===== config.mk =====
export PLATFORM = sky130hd
export DESIGN_NAME = tc_rate_divider
export DESIGN_NICKNAME = d
export VERILOG_FILES = /design/src/rtl/tcdiv_pkg.sv /design/src/rtl/tcdiv_divreg.sv /design/src/rtl/tcdiv_counter.sv /design/src/rtl/tcdiv_tc_detect.sv /design/src/rtl/tc_rate_divider.sv
export SDC_FILE = /design/constraint.sdc
export NUM_CORES = 1
export LEC_CHECK = 0
export BUFFER_PORTS_ARGS = -buffer_cell sky130_fd_sc_hd__buf_2
export CORE_MARGIN = 8
export CORE_UTILIZATION = 50
export CTS_BUF_LIST = sky130_fd_sc_hd__clkbuf_4 sky130_fd_sc_hd__clkbuf_8
export DETAILED_ROUTE_END_ITERATION = 10
export PLACE_DENSITY = 0.69
export SYNTH_ARGS = -nofsm -noshare
export SYNTH_HDL_FRONTEND = slang
export SYNTH_SLANG_ARGS = --single-unit

===== constraint.sdc =====
create_clock -name clk -period 4.78 [get_ports clk]
set_input_delay 0.956 -clock clk [delete_from_list [all_inputs] [get_ports clk]]
set_output_delay 0.956 -clock clk [all_outputs]
set_load 0.02 [all_outputs]

===== src/rtl/tcdiv_pkg.sv =====
package tcdiv_pkg;
  typedef enum logic {
    CNT_DOWN = 1'b0,
    CNT_UP   = 1'b1
  } cnt_dir_e;

  localparam int DEF_W = 20;
endpackage


===== src/rtl/tcdiv_divreg.sv =====
module tcdiv_divreg #(
  parameter int W = 20,
  parameter logic [W-1:0] DIV_INIT = W'(1)
) (
  input  logic         clk,
  input  logic         rst,
  input  logic         we,
  input  logic [W-1:0] wdata,
  output logic [W-1:0] div_eff
);
  logic [W-1:0] div_q;

  // Writes during reset are dropped; reset restores the default divisor.
  always_ff @(posedge clk) begin
    if (rst)     div_q <= DIV_INIT;
    else if (we) div_q <= wdata;
  end

  // A zero divisor is promoted to one so the counter never idles.
  always_comb begin
    if (div_q == '0) div_eff = W'(1);
    else             div_eff = div_q;
  end
endmodule


===== src/rtl/tcdiv_counter.sv =====
module tcdiv_counter
  import tcdiv_pkg::*;
#(
  parameter int W = 20
) (
  input  logic         clk,
  input  logic         rst,
  input  logic         load,
  input  logic [W-1:0] div_val,
  input  cnt_dir_e     dir_in,
  output logic [W-1:0] cnt,
  output cnt_dir_e     dir_q
);
  logic [W-1:0] load_val;

  always_comb begin
    if (dir_in == CNT_UP) load_val = ~div_val;
    else                  load_val = div_val;
  end

  always_ff @(posedge clk) begin
    if (rst) begin
      cnt   <= '0;
      dir_q <= CNT_DOWN;
    end else if (load) begin
      cnt   <= load_val;
      dir_q <= dir_in;
    end else if (dir_q == CNT_UP) begin
      cnt   <= cnt + W'(1);
    end else begin
      cnt   <= cnt - W'(1);
    end
  end

  // Direction is frozen between reloads.
  p_dir_hold_r7: assert property (@(posedge clk) disable iff (rst)
    !load |=> $stable(dir_q));

  // A down-mode reload never lands on zero.
  p_dn_load_nonzero_r5: assert property (@(posedge clk) disable iff (rst)
    (load && dir_in == CNT_DOWN) |=> (cnt != '0));
endmodule


===== src/rtl/tcdiv_tc_detect.sv =====
module tcdiv_tc_detect
  import tcdiv_pkg::*;
#(
  parameter int W = 20
) (
  input  logic         clk,
  input  logic         rst,
  input  logic [W-1:0] cnt,
  input  cnt_dir_e     dir_q,
  output logic         load,
  output logic         pulse
);
  logic init_q;
  logic pre_term;
  logic hi_zero;
  logic hi_ones;

  // Upper-bit reductions: an up-count carry chain, or a down-count zero test.
  assign hi_ones = &cnt[W-1:1];
  assign hi_zero = ~|cnt[W-1:1];

  // Fire one state early so the registered flag lines up with the terminal state.
  always_comb begin
    if (dir_q == CNT_UP) pre_term = hi_ones & ~cnt[0];
    else                 pre_term = hi_zero &  cnt[0];
  end

  assign load = pulse | init_q;

  always_ff @(posedge clk) begin
    if (rst) begin
      pulse  <= 1'b0;
      init_q <= 1'b1;
    end else begin
      pulse  <= pre_term & ~load;
      init_q <= 1'b0;
    end
  end

  p_single_pulse_r2: assert property (@(posedge clk) disable iff (rst)
    pulse |=> !pulse);

  p_quiet_after_reset_r1: assert property (@(posedge clk) disable iff (rst)
    $past(rst) |-> !pulse);
endmodule


===== src/rtl/tc_rate_divider.sv =====
module tc_rate_divider
  import tcdiv_pkg::*;
#(
  parameter int W = DEF_W,
  parameter logic [W-1:0] DIV_INIT = W'(4)
) (
  input  logic         clk,
  input  logic         rst,
  input  logic         div_we,
  input  logic [W-1:0] div_data,
  input  logic         count_up,
  output logic         tick
);
  logic [W-1:0] div_eff;
  logic [W-1:0] cnt;
  cnt_dir_e     dir_q;
  cnt_dir_e     dir_in;
  logic         load;

  assign dir_in = count_up ? CNT_UP : CNT_DOWN;

  tcdiv_divreg #(.W(W), .DIV_INIT(DIV_INIT)) u_div (
    .clk(clk), .rst(rst), .we(div_we), .wdata(div_data), .div_eff(div_eff)
  );

  tcdiv_counter #(.W(W)) u_cnt (
    .clk(clk), .rst(rst), .load(load), .div_val(div_eff),
    .dir_in(dir_in), .cnt(cnt), .dir_q(dir_q)
  );

  tcdiv_tc_detect #(.W(W)) u_tc (
    .clk(clk), .rst(rst), .cnt(cnt), .dir_q(dir_q),
    .load(load), .pulse(tick)
  );

  p_dn_term_zero_r3: assert property (@(posedge clk) disable iff (rst)
    (tick && dir_q == CNT_DOWN) |-> (cnt == '0));

  p_up_term_ones_r4: assert property (@(posedge clk) disable iff (rst)
    (tick && dir_q == CNT_UP) |-> (&cnt));
endmodule


# ---- Yosys cells after proc, flatten, opt, wreduce, memory -nomap -nowiden
# Index checks and enable logic that the tools add are counted.
dict set report classes {
  reduce_logical 4
  n_mux 7
  n_addsub 2
  bitwise_logic 7
}
# op count
set op_table {}
lappend op_table {{20-bit two-way mux} 4}
lappend op_table {{20-bit by 1-bit adder with 20-bit output, second input constant} 1}
lappend op_table {{20-bit zero test} 1}
lappend op_table {{20-bit inverter} 1}
lappend op_table {{20-bit by 1-bit subtractor with 20-bit output, second input constant} 1}
lappend op_table {{19-bit AND reduction} 1}
lappend op_table {{19-bit OR reduction} 1}
lappend op_table {{1-bit AND} 3}
lappend op_table {{1-bit two-way mux} 3}
lappend op_table {{1-bit inverter} 2}
lappend op_table {{1-bit zero test} 1}
lappend op_table {{1-bit bitwise OR} 1}
dict set report totals {
  elab_cells 25
  in_bits 24
  out_inout_bits 1
  ff_bits 43
}

# ---- Longest topological paths before layout
# Gate-level depths: netlist (run 1).
dict set report depth {
  ltp_word 5
  ltp_mapped 10
  depth_no_buf 8
}

# ---- By module
# A second synthesis (run 1) with hierarchy kept.
dict set report hier_totals {
  hier_cells 363
  hier_area_um2 2994.1
}
# mod n_inst seq_area_each_um2 cells_per_inst area_each_um2
set modules_own_cells {}
lappend modules_own_cells {tcdiv_counter 1 420.4 252 1983.2}
lappend modules_own_cells {tcdiv_divreg 1 400.4 90 845.8}
lappend modules_own_cells {tcdiv_tc_detect 1 40.0 21 165.2}

# ---- Worst setup path after synthesis (run 1)
# Ideal clock, no wire load.
dict set report synth_path {
  kind {flip-flop to flip-flop}
  startpoint {reg u_cnt.dir_q}
  endpoint {reg u_cnt.cnt[19]}
  period_less_slack_ns 2.784
  setup_ns 0.127
  path_slack_ns 1.996
  t_required_ns 4.653
  path_buffers 2
  arrival_ns 2.657
  stages_incl_launch_ff 11
  cell_sequence {dfxtp_1 > inv_1 > ha_1 > buf_6 > a211oi_2 > o32a_2 > o31ai_1 > or4b_1 > buf_2 > o2111ai_1 > or3b_1}
}
dict set report synth_between {
  elab_chain_cells 2
}
# element line
set synth_lines {}
lappend synth_lines {{start: declaration} tcdiv_counter.sv:12} ;# output cnt_dir_e dir_q
lappend synth_lines {{start signal: assignment} tcdiv_counter.sv:27} ;# dir_q <= dir_in;
lappend synth_lines {{20-bit two-way mux} tcdiv_counter.sv:28} ;# end else if (dir_q == CNT_UP) begin
lappend synth_lines {{20-bit two-way mux} tcdiv_counter.sv:25} ;# end else if (load) begin
lappend synth_lines {{end signal: assignment} tcdiv_counter.sv:26} ;# cnt <= load_val;
lappend synth_lines {{end signal: assignment} tcdiv_counter.sv:29} ;# cnt <= cnt + W'(1);
lappend synth_lines {{end signal: assignment} tcdiv_counter.sv:31} ;# cnt <= cnt - W'(1);
lappend synth_lines {{end: declaration} tcdiv_counter.sv:11} ;# output logic [W-1:0] cnt,
# No other way between the ends.
# A chain may end at the register's enable or synchronous reset.

# ---- Final worst setup path (run 1)
# Same ends and word-level chain as after synthesis.

==> results of run 1 <==
==> worst max-delay path, cell delays in order (launching register included) <==
cell,delay (ps)
dfxtp_1,360
inv_1,510
ha_1,430
a21oi_2,240
o32a_2,180
o31ai_1,70
or4b_1,630
o2111ai_1,240
or3b_1,370
==> per-layer routing <==
metal / global-route usage / wire length (µm) / up-vias
met4: 0.0541 / 121 / 0
met3: 0.0407 / 405 / 12
met5: 0 / 0 / -
met2: 0.264 / 3030 / 68
li1: - / - / 1226
met1: 0.203 / 3020 / 1115
==> worst paths after layout <==
check                                  from       endpoint  slack (ps)  cells after the start
worst min register to register  u_cnt.dir_q    u_cnt.dir_q         520                      2
worst max-delay path            u_cnt.dir_q  u_cnt.cnt[19]        1630                      8
worst max register to register  u_cnt.dir_q  u_cnt.cnt[19]        1630                      8
worst min-delay path            u_cnt.dir_q    u_cnt.dir_q         520                      2
==> state kept, by name, indices dropped and copies added, names as in the netlist <==
signal / flops
u_cnt.dir_q: 1
u_tc.init_q: 1
u_div.div_q: 20
u_tc.pulse: 1
u_cnt.cnt: 20
==> stage by stage <==
stage	hold slack, ps	area [µm²]	util	setup WS (ps)	std cells
2_1_floorplan	471	2740	-	2000	321
3_3_place_gp	497	2890	0.535	1780	402
3_5_place_dp	509	2890	0.535	1700	402
4_1_cts	519	3030	0.560	1660	410
5_1_grt	551	3030	0.560	1450	410
6_report	519	3030	0.560	1630	410
==> placed cells by master (no fill, tap or decap), types with 2 or more instances in the layout <==
cell type  count
o21bai_1       2
mux2i_1       20
o2111ai_1      2
a211oi_1      14
nor3_1         7
nand2_1       16
buf_2         24
or3b_1         2
clkbuf_8       5
xnor2_1       13
nand3_1        8
a211o_1        2
o31ai_1        2
bufinv_16      2
a21oi_1       22
nor2b_1        3
and2_1         2
inv_1          7
xor2_1        15
nor4_1        10
or3_1          5
o32ai_1        2
a21o_1         2
o211ai_1       5
ha_1          18
o2111a_1       2
dfxtp_1       43
nand4_1        8
o21ai_0       10
and3_1         2
nor2_1        40
==> logic make-up after synthesis <==
family / after synthesis / synth area share
and+or+nand+nor: 110 / 0.199
AOI/OAI and AO/OA: 78 / 0.200
DFF: 43 / 0.314
xor gates and xnor gates: 28 / 0.0895
buffers and inverters: 23 / 0.0347
muxes: 20 / 0.0731
adders and majority gates: 19 / 0.0895
==> final cells by class <==
type	count	area (µm²)
fillers	507	2380
flip-flops and latches	43	861
multi-input cells	255	1790
clock inverters	2	60.1
repair buffers	25	128
clock buffers	6	76.3
well taps	72	90.1
inverters	7	26.3
==> power groups by stage <==
stage	clock network (mW)	registers, mW	logic, mW
floorplan	0	0.437	0.392
global placement	0	0.449	0.471
detailed placement	0	0.450	0.475
CTS	0.352	0.442	0.482
global route	0.369	0.450	0.542
finish	0.349	0.443	0.487
==> out/qor.yml, run 1 <==
status: "finished, final reports clean"
synth_nets: 364
grtUsageTotal: 0.162
antenna_found_initial: 0
sequentialPowerShare: 0.346
hold_path.class: "register to register"
yosysTopAreaCell: "dfxtp_1"
n_antenna_cell: 0
areaGrowthSynthToFinish_pct: 10.5
vdd_drop_max_mv: 0.239
cts_num_sinks: 43
drt-vias-per-instance: 5.90
slew_headroom: 0.475
die_width_um: 90.0
routabilityCongestion: 0.838
worst_pin_slew_ps: 788
fin_crit_sh: 0.660
wl_per_cell_um: 16.0
chipHeight_um: 90.0
first_global_vias: 2307
crit_path_end_kind: "register"
post_synth.cell_area_avg_um2: 8.53
max_freq_mhz: 317
ys_top_cells_by_area: "dfxtp_1, ha_1, mux2i_1, nor2_1, xor2_1"
cts_buffer_depth: 2
io_pins: 25
powerDensity_mw_per_mm2: 423
setup_viol_count_final: 0
synth-seq-cells: 43
initial_core_util: 0.507
cts_inserted_buffers: 5
slew_violations: 0
tns_ps: 0
detail-route-antenna-nets: 0
clkPwrFrac: 0.273
grt_max_degree: 44
core_mm2: 0.00541
clkLatencyLatePin_ps: 300
post-synth-top-count-cell: "dfxtp_1"
worstSetupPathType: "register to register"
holdBufCountCts: 0
syn_inst: 321
ys_types: 52
drc_errors: 0
synth_area_mm2: 0.00274
drive_above_1_share: 0.118
dieArea_mm2: 0.00810
seq_area_frac_synth: 0.314
switching_share: 0.356
post-cts-setup-buffers: 0
finalWirelength_um: 6580
maxCapViolations: 0
postSynth.asyncResetShare: 0
dp_hpwl_um: 4750
dr.pass1.iters: 6
rsz0062_at_grt: "no"
power.switching_mw: 0.455
grt_pass1_wl_um: 11100
start_kind: "register"
clk_pin_slew_ps: 90
cts-root-buf: "clkbuf_8"
power_mw: 1.28
required_ps: 4970
cts_tree: "built"
synth_edf_count: 0
place.port_buffers: 24
grt-ovfl-total: 0
row_count: 27
p_leak_nw: 1.27
critPathMaxFanout: 19
fin_skew_ps: 5.76
h-tree-depth: 2
synth_common_cells: "dfxtp_1, nor2_1, a21oi_1"
finalCriticalPeriod_ps: 3150
p_comb_frac: 0.381
cp_data_arrival_time_ps: 3340
ys_warn_count: 0
vias: 2421
final_nets: 380
drt_iter0_drc: 257
synth_top_flop_cell: "dfxtp_1"
hold_violations: 0
internal_power_mw: 0.824
cts_resized: 0
synthDominantCellAreaShare: 0.314
(Power assumes the default switching activity.)
==> run 2: changes to the inputs <==
--- a/config.mk
+++ b/config.mk
@@ -5,6 +5,7 @@
 export SDC_FILE = /design/constraint.sdc
 export NUM_CORES = 1
 export LEC_CHECK = 0
+export ABC_AREA = 1
 export BUFFER_PORTS_ARGS = -buffer_cell sky130_fd_sc_hd__buf_2
 export CORE_MARGIN = 8
 export CORE_UTILIZATION = 50
==> constraint.sdc (replaced) <==
create_clock -name clk -period 3.3 [get_ports clk]
set_input_delay 0.66 -clock clk [delete_from_list [all_inputs] [get_ports clk]]
set_output_delay 0.66 -clock clk [all_outputs]
set_load 0.02 [all_outputs]
==> out/qor.yml, run 2 <==
finalNonFillerCells: 540  # +32%
post_synth.cell_area_avg_um2: 6.46  # -24%
syn_inst: 448  # +40%
core_mm2: 0.00554  # +2.5%
final_nets: 511  # +34%
crit_top_cell: "nand2_1"
start_kind: "register"
synth_common_cells: "nand2_1, nor2_1, inv_1"
largestRegisters: "u_cnt.cnt: 20 flops, u_div.div_q: 20 flops"
cts_num_sinks: 43  # unchanged
postLayoutCoreUtil: 0.571  # +0.0112
fin_crit_sh: 0.714  # +0.0548
grt-ovfl-total: 0  # unchanged
h-tree-depth: 2  # unchanged
required_ps: 3510  # -1460 ps
tns_ps: 0  # unchanged
areaGrowthSynthToFinish_pct: 9.34
p_leak_nw: 1.55  # +22%
setup_viol_count_final: 0  # unchanged
cts_buffer_depth: 2  # unchanged
ys_warn_count: 0  # unchanged
critPathMaxFanout: 20  # +1
max_freq_mhz: 424  # +34%
design_area_mm2: 0.00316  # +4.5%
holdBufCountCts: 0  # unchanged
rsz0062_at_grt: "no"
finalCriticalPeriod_ps: 2360  # -795 ps
cts-root-buf: "clkbuf_8"
power.switching_mw: 0.706  # +55%
ys_types: 34  # -35%
seq_area_frac_synth: 0.297  # -0.0168
dieArea_mm2: 0.00848  # +4.7%
io_pins: 25  # unchanged
cts_resized: 0  # unchanged
status: "finished, final reports clean"
synth-seq-cells: 43  # unchanged
holdWs_ps: 506  # -13.5 ps
routabilityCongestion: 0.857  # +2.3%
switching_share: 0.398  # +0.0427
cp_cell_sequence: "inv_1 -> ha_1 -> a21oi_1 -> a21boi_2 -> nor2_1 -> nor2_1 -> nand2_1 -> nand2_1 -> nand3_1 -> nand2_1 -> inv_1"
antenna_found_initial: 0  # unchanged
p_comb_frac: 0.413  # +0.032
drt_iter0_drc: 220  # -14%
reg2reg_depth: 11  # +3
row_count: 27  # unchanged
dp_hpwl_um: 5480  # +15%
maxCapViolations: 0  # unchanged
worst_pin_slew_ps: 751  # -36.9 ps
fin_skew_ps: 17.8  # +12.0 ps
sequentialPowerShare: 0.357  # +0.011
powerDensity_mw_per_mm2: 560  # +32%
clkPwrFrac: 0.230  # -0.043
wl_per_cell_um: 13.1  # -18%
synth_nets: 491  # +35%
hold_violations: 0  # unchanged
hold_path.class: "register to register"
dr.pass1.iters: 4  # -2
crit_path_end_kind: "register"
drive_above_1_share: 0.107  # -0.0115
final_common_cell: "nand2_1"
grtUsageTotal: 0.169  # +0.00670
final_cell_mix: "nand2_1, nor2_1, inv_1"
ys_top_cells_by_area: "dfxtp_1, nand2_1, nor2_1, a21oi_1, ha_1"
detail-route-antenna-nets: 0  # unchanged
holdPathStages: 2  # unchanged
vdd_drop_max_mv: 0.293  # +23%
first_global_vias: 2702  # +17%
vias: 2880  # +19%
dpl.cell_count: 533  # +33%
place.port_buffers: 24  # unchanged
fill_cells: 558  # +10%
slew_violations: 0  # unchanged
critPathMaxStageDelay_ps: 550  # -80 ps
cts_tree: "built"
postSynth.asyncResetShare: 0  # unchanged
internal_power_mw: 1.07  # +29%
synth_area_mm2: 0.00289  # +5.7%
clkLatencyLatePin_ps: 300  # about the same
grt_max_degree: 24  # -45%
chipHeight_um: 92.1  # +2.3%
dpl_cell_area_mm2: 0.00306  # +5.8%
synth_top_flop_cell: "dfxtp_1"
cp_data_arrival_time_ps: 2570  # -770 ps
n_antenna_cell: 0  # unchanged
drt-vias-per-instance: 5.33  # -9.7%
yosysTopAreaCell: "dfxtp_1"
slowest_stage: "inv_1"
initial_core_util: 0.522  # +0.0156
worstSetupPathType: "register to register"
finalWirelength_um: 7070  # +7.5%
grt_pass1_wl_um: 12000  # +8.8%
cts_inserted_buffers: 5  # unchanged
clk_pin_slew_ps: 90  # about the same
slew_headroom: 0.497  # +0.0227
synthDominantCellAreaShare: 0.297  # -0.0168
post-cts-setup-buffers: 0  # unchanged
die_width_um: 92.1  # +2.3%
post-synth-top-count-cell: "nand2_1"
drc_errors: 0  # unchanged
synth_edf_count: 0  # unchanged
[run 2: cell count changes in the layout (fill, tap and decap cells not counted), moves of 19 or more]
cell,before,now
inv_1,7,48
nor2_1,40,70
a21oi_1,22,45
nand3_1,8,27
mux2i_1,20,0
o21ai_0,10,32
nand2_1,16,92
[run 2: cell type report]
class	instances	area [µm²]	area share
sequential	43	861	0.272
clock buffer	5	68.8	0.0217
timing repair buffer	24	120	0.0380
multi-input combinational	344	1800	0.569
inverter	50	188	0.0593
tap	72	90.1	0.0285
clock inverter	2	37.5	0.0119
[run 2: power groups by stage]
stage / logic, mW / clock network [mW] / registers (mW)
floorplan: 0.579 / 0 / 0.625
global placement: 0.710 / 0 / 0.641
detailed placement: 0.719 / 0 / 0.642
CTS: 0.724 / 0.414 / 0.630
global route: 0.833 / 0.437 / 0.640
finish: 0.731 / 0.408 / 0.632
[run 2: worst paths after layout]
kind / startpoint / end / slack, ps
worst max register to register: u_cnt.dir_q / u_cnt.cnt[16] / 940
worst max-delay path: u_cnt.dir_q / u_cnt.cnt[16] / 940
worst min register to register: u_div.div_q[4] / u_div.div_q[4] / 510
worst min-delay path: u_div.div_q[4] / u_div.div_q[4] / 510
[run 2: cell families after synthesis]
family | share of synthesized area
AO/OA/AOI/OAI | 0.168
flip-flops | 0.297
adder cells (fa/ha/maj) | 0.0847
XOR/XNOR | 0.0182
AND/OR/NAND/NOR | 0.351
buffers and inverters | 0.0808
[run 2: worst max-delay path: cells and delay by family (launching register included)]
family / cells / cell delay [ps]
buffers and inverters: 2 / 580
AND/OR/NAND/NOR: 6 / 500
adder cells (fa/ha/maj): 1 / 430
AO/OA/AOI/OAI: 2 / 420
flip-flops: 1 / 350
[run 2: metal layers]
metal  up-vias  track usage  wire length [µm]
met5         -            0                 0
met4         0       0.0403                68
met3         6       0.0302               289
met2        66        0.280              3190
met1      1285        0.220              3520
li1       1523            -                 -
[run 2: per-stage QoR]
step	power, mW	worst slack (ps)
after floorplan	1.20	1400
after global placement	1.35	1080
after detailed placement	1.36	1000
after CTS	1.77	990
after global routing	1.91	755
final	1.77	943
==> run 3: changes to the inputs <==
--- a/config.mk
+++ b/config.mk
@@ -11,7 +11,7 @@
 export CORE_UTILIZATION = 50
 export CTS_BUF_LIST = sky130_fd_sc_hd__clkbuf_4 sky130_fd_sc_hd__clkbuf_8
 export DETAILED_ROUTE_END_ITERATION = 10
-export PLACE_DENSITY = 0.69
+export PLACE_DENSITY = 0.71
 export SYNTH_ARGS = -nofsm -noshare
 export SYNTH_HDL_FRONTEND = slang
 export SYNTH_SLANG_ARGS = --single-unit
==> constraint.sdc (replaced) <==
create_clock -name clk -period 2.15 [get_ports clk]
set_input_delay 0.43 -clock clk [delete_from_list [all_inputs] [get_ports clk]]
set_output_delay 0.43 -clock clk [all_outputs]
set_load 0.02 [all_outputs]
==> out/qor.yml, run 3 (synthesis results as in run 2) <==
status: "finished, final reports clean"
critPathMaxStageDelay_ps: 380  # -170 ps
cp_top_family: "simple AND/OR/NAND/NOR gates"
worst_pin_slew_ps: 598  # -154 ps
grt_pass1_wl_um: 12100  # +0.81%
vdd_drop_max_mv: 0.542  # +85%
drt_iter0_drc: 136  # -38%
clkLatencyLatePin_ps: 290  # about the same
start_kind: "register"
final_common_cell: "nand2_1"
antenna_found_initial: 0  # unchanged
max_freq_mhz: 507  # +19%
detail-route-antenna-nets: 0  # unchanged
clk_pin_slew_ps: 80  # about the same
chipHeight_um: 92.1  # unchanged
core_mm2: 0.00554  # unchanged
critPathMaxFanout: 19  # -5.0%
crit_path_end_kind: "register"
fill_cells: 570  # +2.2%
cts-root-buf: "clkbuf_8"
multi_input_area_mm2: 0.00181  # +0.56%
slew_violations: 0  # unchanged
wl_per_cell_um: 12.7  # -2.7%
fin_skew_ps: 3.50  # -14.3 ps
tns_ps: 0  # unchanged
vias: 2866  # -0.49%
row_count: 27  # unchanged
h-tree-depth: 2  # unchanged
design_area_mm2: 0.00329  # +4.0%
drt-vias-per-instance: 5.16  # -3.2%
io_pins: 25  # unchanged
die_width_um: 92.1  # unchanged
powerDensity_mw_per_mm2: 834  # +49%
grt_max_degree: 24  # unchanged
grtUsageTotal: 0.170  # +0.00152
place.port_buffers: 24  # unchanged
fin_crit_sh: 0.918  # +0.204
grt-ovfl-total: 0  # unchanged
n_antenna_cell: 0  # unchanged
cts_tree: "built"
finalCriticalPeriod_ps: 1970  # -384 ps
cts_num_sinks: 43  # unchanged
slew_headroom: 0.601  # +0.104
cp_data_arrival_time_ps: 2170  # -400 ps
dr.pass1.iters: 4  # unchanged
setup_viol_count_final: 0  # unchanged
finalWirelength_um: 7070  # about the same
largestRegisters: "u_cnt.cnt: 20 flops, u_div.div_q: 20 flops"
layout.area.seq_um2: 862  # +0.15%
first_global_vias: 2737  # +1.3%
drive_above_1_share: 0.145  # +0.0381
final_cell_mix: "nand2_1, nor2_1, inv_1"
cts_buffer_depth: 2  # unchanged
dieArea_mm2: 0.00848  # unchanged
cts_inserted_buffers: 5  # unchanged
initial_core_util: 0.522  # unchanged
final_nets: 525  # +2.7%
dp_hpwl_um: 5680  # +3.7%
drc_errors: 0  # unchanged
maxCapViolations: 0  # unchanged
hold_violations: 0  # unchanged
cp_cell_sequence: "inv_1 -> buf_12 -> ha_1 -> nand4_1 -> nor3_2 -> nand3_1 -> nand4_1 -> nand3_1 -> nand2_1 -> inv_1"
hold_path.class: "input port to register"
routabilityCongestion: 0.887  # +3.5%
required_ps: 2340  # -1170 ps
rsz0062_at_grt: "no"
areaGrowthSynthToFinish_pct: 13.7
p_leak_nw: 1.62  # +4.7%
slowest_stage: "ha_1"
cp_num_buf_inv: 3  # +1
worstSetupPathType: "register to register"
dpl_cell_area_mm2: 0.00318  # +3.8%
[run 3: cell types whose count changed in the layout (fill, tap and decap cells not counted), sizes merged]
cell / before / now
clkbuf: 5 / 8
clkinvlp: 1 / 0
buf: 24 / 38
bufinv: 1 / 0
[run 3: worst paths after layout]
kind	from	endpoint	slack, ps	cells past startpoint
max reg2reg	u_cnt.dir_q	u_cnt.cnt[19]	180	10
min	div_data[18]	u_div.div_q[18]	360	3
max	u_cnt.dir_q	u_cnt.cnt[19]	180	10
min reg2reg	u_div.div_q[3]	u_cnt.cnt[3]	490	2
[run 3: what timing repair did]
action / in CTS / in global routing
endpoints found under the setup margin: 0 / 10
gates resized for setup: 0 / 5
hold buffers: 0 / 0
setup buffers: 0 / 0
[run 3: final cells by class]
cell class                 count  area share
timing repair buffer          38      0.0722
multi-input combinational    344       0.550
sequential                    43       0.262
inverter                      50      0.0570
clock buffer                   8      0.0316
tap                           72      0.0274
[run 3: worst register-to-register path, stage by stage (launching register included)]
cell and delay [ps]:
dfxtp_2 350, inv_1 80, buf_12 160, ha_1 390
nand4_1 190, nor3_2 220, nand3_1 130, nand4_1 110
nand3_1 120, nand2_1 80, inv_1 30
[run 3: per-layer routing]
metal | vias to the layer above | global-route usage | part of all wire
met5 | - | 0 | 0
met4 | 0 | 0.0523 | 0.010
met3 | 6 | 0.0342 | 0.039
met2 | 52 | 0.281 | 0.45
met1 | 1253 | 0.217 | 0.50
li1 | 1555 | - | -
[run 3: power by group]
part	total [mW]	switching, mW	leakage (nW)	internal, mW
Clock	0.569	0.263	0.0549	0.306
Combinational	1.20	0.729	1.21	0.474
Sequential	0.972	0.0858	0.358	0.886
[run 3: per-stage QoR]
step	worst slack [ps]	hold slack (ps)	std cells	power (mW)	utilization
2_1_floorplan	254	458	448	1.85	-
3_3_place_gp	215	478	547	2.15	0.573
3_5_place_dp	164	483	547	2.17	0.573
4_1_cts	150	351	555	2.74	0.592
5_1_grt	12.1	352	555	2.97	0.594
6_report	177	356	555	2.74	0.594
